[src/rtl/dual_bridge_adc_reader.sv]
module dual_bridge_adc_reader #(
  parameter int unsigned SYS_HZ       = 100_000_000,
  parameter int unsigned PULSE_HZ     = 500_000,
  parameter int unsigned DATA_BITS    = 24,
  parameter int unsigned TRAIL_PULSES = 1,
  parameter int unsigned OUT_W        = 32
) (
  input  logic                    clk,
  input  logic                    rst_n,
  input  logic                    req,
  input  logic                    sdo_a,
  input  logic                    sdo_b,
  output logic                    sck,
  output logic                    busy,
  output logic                    valid,
  output logic signed [OUT_W-1:0] value_a,
  output logic signed [OUT_W-1:0] value_b
);
  localparam int unsigned PERIOD = SYS_HZ / PULSE_HZ;
  localparam int unsigned HIGH   = (PERIOD + 1) / 2;
  localparam int unsigned TOTAL  = DATA_BITS + TRAIL_PULSES;
  localparam int unsigned CW     = $clog2(PERIOD + 1);
  localparam int unsigned PW     = $clog2(TOTAL + 1);
  localparam int unsigned EXT    = OUT_W - DATA_BITS;

  typedef enum logic [1:0] {ST_IDLE, ST_WAIT, ST_PULSE, ST_DONE} state_t;

  state_t               state;
  logic [CW-1:0]        cnt;
  logic [PW-1:0]        idx;
  logic [1:0]           sync_a, sync_b;
  logic [DATA_BITS-1:0] acc_a, acc_b;

  wire both_ready = !sync_a[1] && !sync_b[1];
  wire period_end = (cnt == CW'(PERIOD - 1));
  wire capture    = period_end && (idx < PW'(DATA_BITS));
  wire last_pulse = period_end && (idx == PW'(TOTAL - 1));

  assign sck   = (state == ST_PULSE) && (cnt < CW'(HIGH));
  assign busy  = (state != ST_IDLE);
  assign valid = (state == ST_DONE);

  always_ff @(posedge clk) begin
    if (!rst_n) begin
      sync_a <= 2'b11;
      sync_b <= 2'b11;
    end else begin
      sync_a <= {sync_a[0], sdo_a};
      sync_b <= {sync_b[0], sdo_b};
    end
  end

  always_ff @(posedge clk) begin
    if (!rst_n) begin
      state   <= ST_IDLE;
      cnt     <= '0;
      idx     <= '0;
      acc_a   <= '0;
      acc_b   <= '0;
      value_a <= '0;
      value_b <= '0;
    end else begin
      case (state)
        ST_IDLE: if (req) state <= ST_WAIT;
        ST_WAIT: begin
          cnt <= '0;
          idx <= '0;
          if (both_ready) state <= ST_PULSE;
        end
        ST_PULSE: begin
          if (period_end) begin
            cnt <= '0;
            idx <= idx + 1'b1;
          end else begin
            cnt <= cnt + 1'b1;
          end
          if (capture) begin
            acc_a <= {acc_a[DATA_BITS-2:0], sync_a[1]};
            acc_b <= {acc_b[DATA_BITS-2:0], sync_b[1]};
          end
          if (last_pulse) begin
            value_a <= {{EXT{acc_a[DATA_BITS-1]}}, acc_a};
            value_b <= {{EXT{acc_b[DATA_BITS-1]}}, acc_b};
            state   <= ST_DONE;
          end
        end
        default: state <= req ? ST_WAIT : ST_IDLE;
      endcase
    end
  end
endmodule

[config.mk]
export PLATFORM = sky130hd
export DESIGN_NAME = dual_bridge_adc_reader
export DESIGN_NICKNAME = d
export VERILOG_FILES = /design/src/rtl/dual_bridge_adc_reader.sv
export SDC_FILE = /design/constraint.sdc
export NUM_CORES = 1
export LEC_CHECK = 0
export BUFFER_PORTS_ARGS = -buffer_cell sky130_fd_sc_hd__buf_2
export CORE_UTILIZATION = 40
export DETAILED_ROUTE_END_ITERATION = 7
export MAX_ROUTING_LAYER = met4
export SETUP_SLACK_MARGIN = 0.05
export SLEW_MARGIN = 20
export SYNTH_ARGS = -nofsm -noshare
export SYNTH_HDL_FRONTEND = slang
export SYNTH_SLANG_ARGS = --single-unit
export TNS_END_PERCENT = 1
[constraint.sdc]
create_clock -name clk -period 2.5 [get_ports clk]
set_input_delay 0.125 -clock clk [delete_from_list [all_inputs] [get_ports clk]]
set_output_delay 0.125 -clock clk [all_outputs]
set_load 0.02 [all_outputs]
==> flow_summary.toml <==
[sta]
setup_viol = 0
max_freq_mhz = 530
worst_slew_pin_slew_ps = 540
period_needed_ps = 1890
slew_headroom_pct = 64.0
timing.final.crit_share_pct = 75.4
hold_violations = 0
slew_violations = 0
fin_ws_ps = 615
rsz0062_at_grt = "no"
finalSetupTns_ps = 0
clock_skew_ps = 11.3

[route]
drc = 0
drt-wirelength-per-cell_um = 12.0
ant_nets = 0
viasPerCell = 4.90
first_iter_violations = 128
dr_total_vias = 3408
finalWirelength_mm = 8.33
drt_pass1_iterations = 4

[global_routing]
grtUsageTotal_pct = 16.5
overflow = 0
grt_pass1_wl_mm = 14.3
met1_usage_pct = 20.0
grt-busiest-layer = "met2"
met2_usage_pct = 25.1
grt_pass1_vias = 3039
use_met3_pct = 5.11
antenna_found_initial = 0
grt_max_degree = 97

[cells_and_area]
fillers = 1015
final_common_cell = "dfxtp_1"
drive_gt1_share_pct = 19.8
antenna_cells = 0
synthToLayoutAreaGrowth_pct = 19.1
final_nets = 559
mostFrequentLayoutCells = "dfxtp_1 (115), nand3_1 (101), buf_2 (70)"

[clocking]
clockRootBuffer = "clkbuf_8"
cts_buffers = 17
clk_path_buf_depth = 2
htreeDepth = 4
clkSlewWorstSetupHoldPaths_ps = 60
clock_sinks = 115
clk_latency_ps = 520
post_cts_buffers = 0
cts_tree = "built"

[placed_design]
numPortBuffers = 71
hpwl_mm = 5.25
routabilityCongestion = 0.805
place_worst_setup_slack_ps = 618

[floorplan]
initial_utilization_pct = 41.9
die_area_mm2 = 0.0114
num_io_pins = 72
rows = 37
dieHeight_um = 107
die_x_um = 107
core_area_mm2 = 0.0105

[logic_synthesis]
synthMuxAreaShare_pct = 0.685
ys_ff_latch = 115
synthSimpleGateAreaFrac_pct = 21.9
yosysUniqueCellTypes = 33
syn_nets = 518
synth_top_family_by_area = "simple AND/OR/NAND/NOR gates"
yosysSeqAreaShare_pct = 52.5
synth-warning-count = 0
synth_compound_area_share_pct = 12.9
syn-instance-count = 506
syn_area_mm2 = 0.00439
syn_avg_cell_area_um2 = 8.67
synthAdderAreaFrac_pct = 2.00
synth_xor_area_share_pct = 1.20

[power_and_ir_drop]
switching_power_uw = 1140
ir_drop_uv = 360
clockPowerShare_pct = 50.8
internal-power_uw = 3400
power.leakage_uw = 0.00207
comb_power_share_pct = 7.7
p_sw_share_pct = 25.0
pwr-share-seq_pct = 41.5
power_density_mw_per_mm2 = 868

[worst_hold_path]
hold_class = "input pin to register"

[critical_path]
critical_path.max_stage_delay_ps = 380
crit_fanout = 96
cp_data_arrival_time_ps = 2340
worstPathRequired_ps = 2950
cp.buffers_inverters = 1
crit_type = "register to register"
cp_top_family = "simple AND/OR/NAND/NOR gates"
end_kind = "register"
path_cells = "ha_1 -> nor3b_2 -> and4_4 -> buf_12 -> nand3_1 -> o21ai_1"
worstSetupStartpointType = "register"
cpMaxStageDelayCell = "dfxtp_1"

[flow_run]
maxCapViolCount = 0

[outcome]
status = "complete, no violations"
[per-stage QoR]
step	power [µW]	instance area (µm²)	hold WS (ps)	std cells	util, %
global placement	2260	4630	304	662	44.3
finish	4540	5220	49.0	696	49.9
detailed placement	2270	4630	314	662	44.3
floorplan	2180	4390	226	506	-
global route	4730	5220	52.3	696	49.9
CTS	4590	5220	34.5	696	49.9
[power by group through the flow]
stage	registers, µW	logic (µW)	clock network [µW]
floorplan	1910	267	0
detailed placement	1920	347	0
finish	1880	349	2300
global placement	1920	340	0
CTS	1880	353	2350
global route	1880	396	2450
[worst register-to-register path: stages (launching register included)]
cell and delay (ps):
dfxtp_1 380, ha_1 250, nor3b_2 330, and4_4 280
buf_12 300, nand3_1 180, o21ai_1 100
[cells in the mapped netlist]
cell        n  area [µm²]
nor2b_1     5        31.3
xor2_1      2        17.5
inv_1       7        26.3
buf_6       8        90.1
o21ai_1    36         180
buf_4      17         128
o211ai_1    1        7.51
ha_1        7        87.6
buf_2       8        40.0
buf_8       1        15.0
nand2b_1    5        31.3
buf_1       4        15.0
o311ai_0    1        8.76
nor3b_1     2        15.0
nand3_1   101         505
dfxtp_1   115        2300
mux2i_1     3        30.0
and4b_1     1        10.0
nand4_1     4        25.0
nor2_1     12        45.0
nor3_1      4        20.0
a21oi_1     2        10.0
a21boi_0    1        7.51
and4_1      1        8.76
clkbuf_1   14        52.6
and3_1      1        6.26
o22ai_1     1        6.26
o21ai_0    69         345
nor3b_2     1        12.5
and4b_4     1        13.8
clkbuf_2    4        20.0
xnor2_1     4        35.0
nand2_1    63         236
[flip-flops by register name, indices dropped and copies added (netlist names)]
signal and count:
sync_a 2, idx 5, acc_b 24, cnt 8
value_b 24, value_a 24, acc_a 24, state 2
sync_b 2
[area by class of cell]
cell class	count	area, µm²	area share [%]
clock buffer	17	414	7.93
clock inverter	15	158	3.02
inverter	7	26.3	0.503
multi-input combinational	328	1700	32.5
sequential	115	2300	44.1
tap	136	170	3.26
timing repair buffer	78	453	8.67
[cells by family (layout without fill, tap and decap cells)]
logic type,after synthesis,after routing
AO/OA/AOI/OAI,111,111
XOR/XNOR,6,6
adder cells (fa/ha/maj),7,7
buffers and inverters,63,117
flip-flops,115,115
multiplexers,3,3
AND/OR/NAND/NOR,201,201
[routing by layer]
layer,up-vias,share of wire (%)
met5,-,0
met4,0,1.6
met3,11,3.7
met2,67,45
met1,1519,50
li1,1811,-
[timing repair]
action | in CTS | in global routing
gates resized for setup | 0 | 0
hold endpoints to repair | 2 | 0
setup endpoints to repair | 0 | 0
hold buffers | 2 | 0
[final timing paths]
| path | start | to | slack (ps) | depth (start not counted) |
|---|---|---|---|---|
| hold / removal | rst_n | sync_a[0] | 50 | 2 |
| setup reg to reg | cnt[0] | acc_a[18] | 610 | 6 |
| hold reg to reg | sync_b[0] | sync_b[1] | 410 | 1 |
| setup / recovery | cnt[0] | acc_a[18] | 610 | 6 |
(Power assumes the default switching activity.)
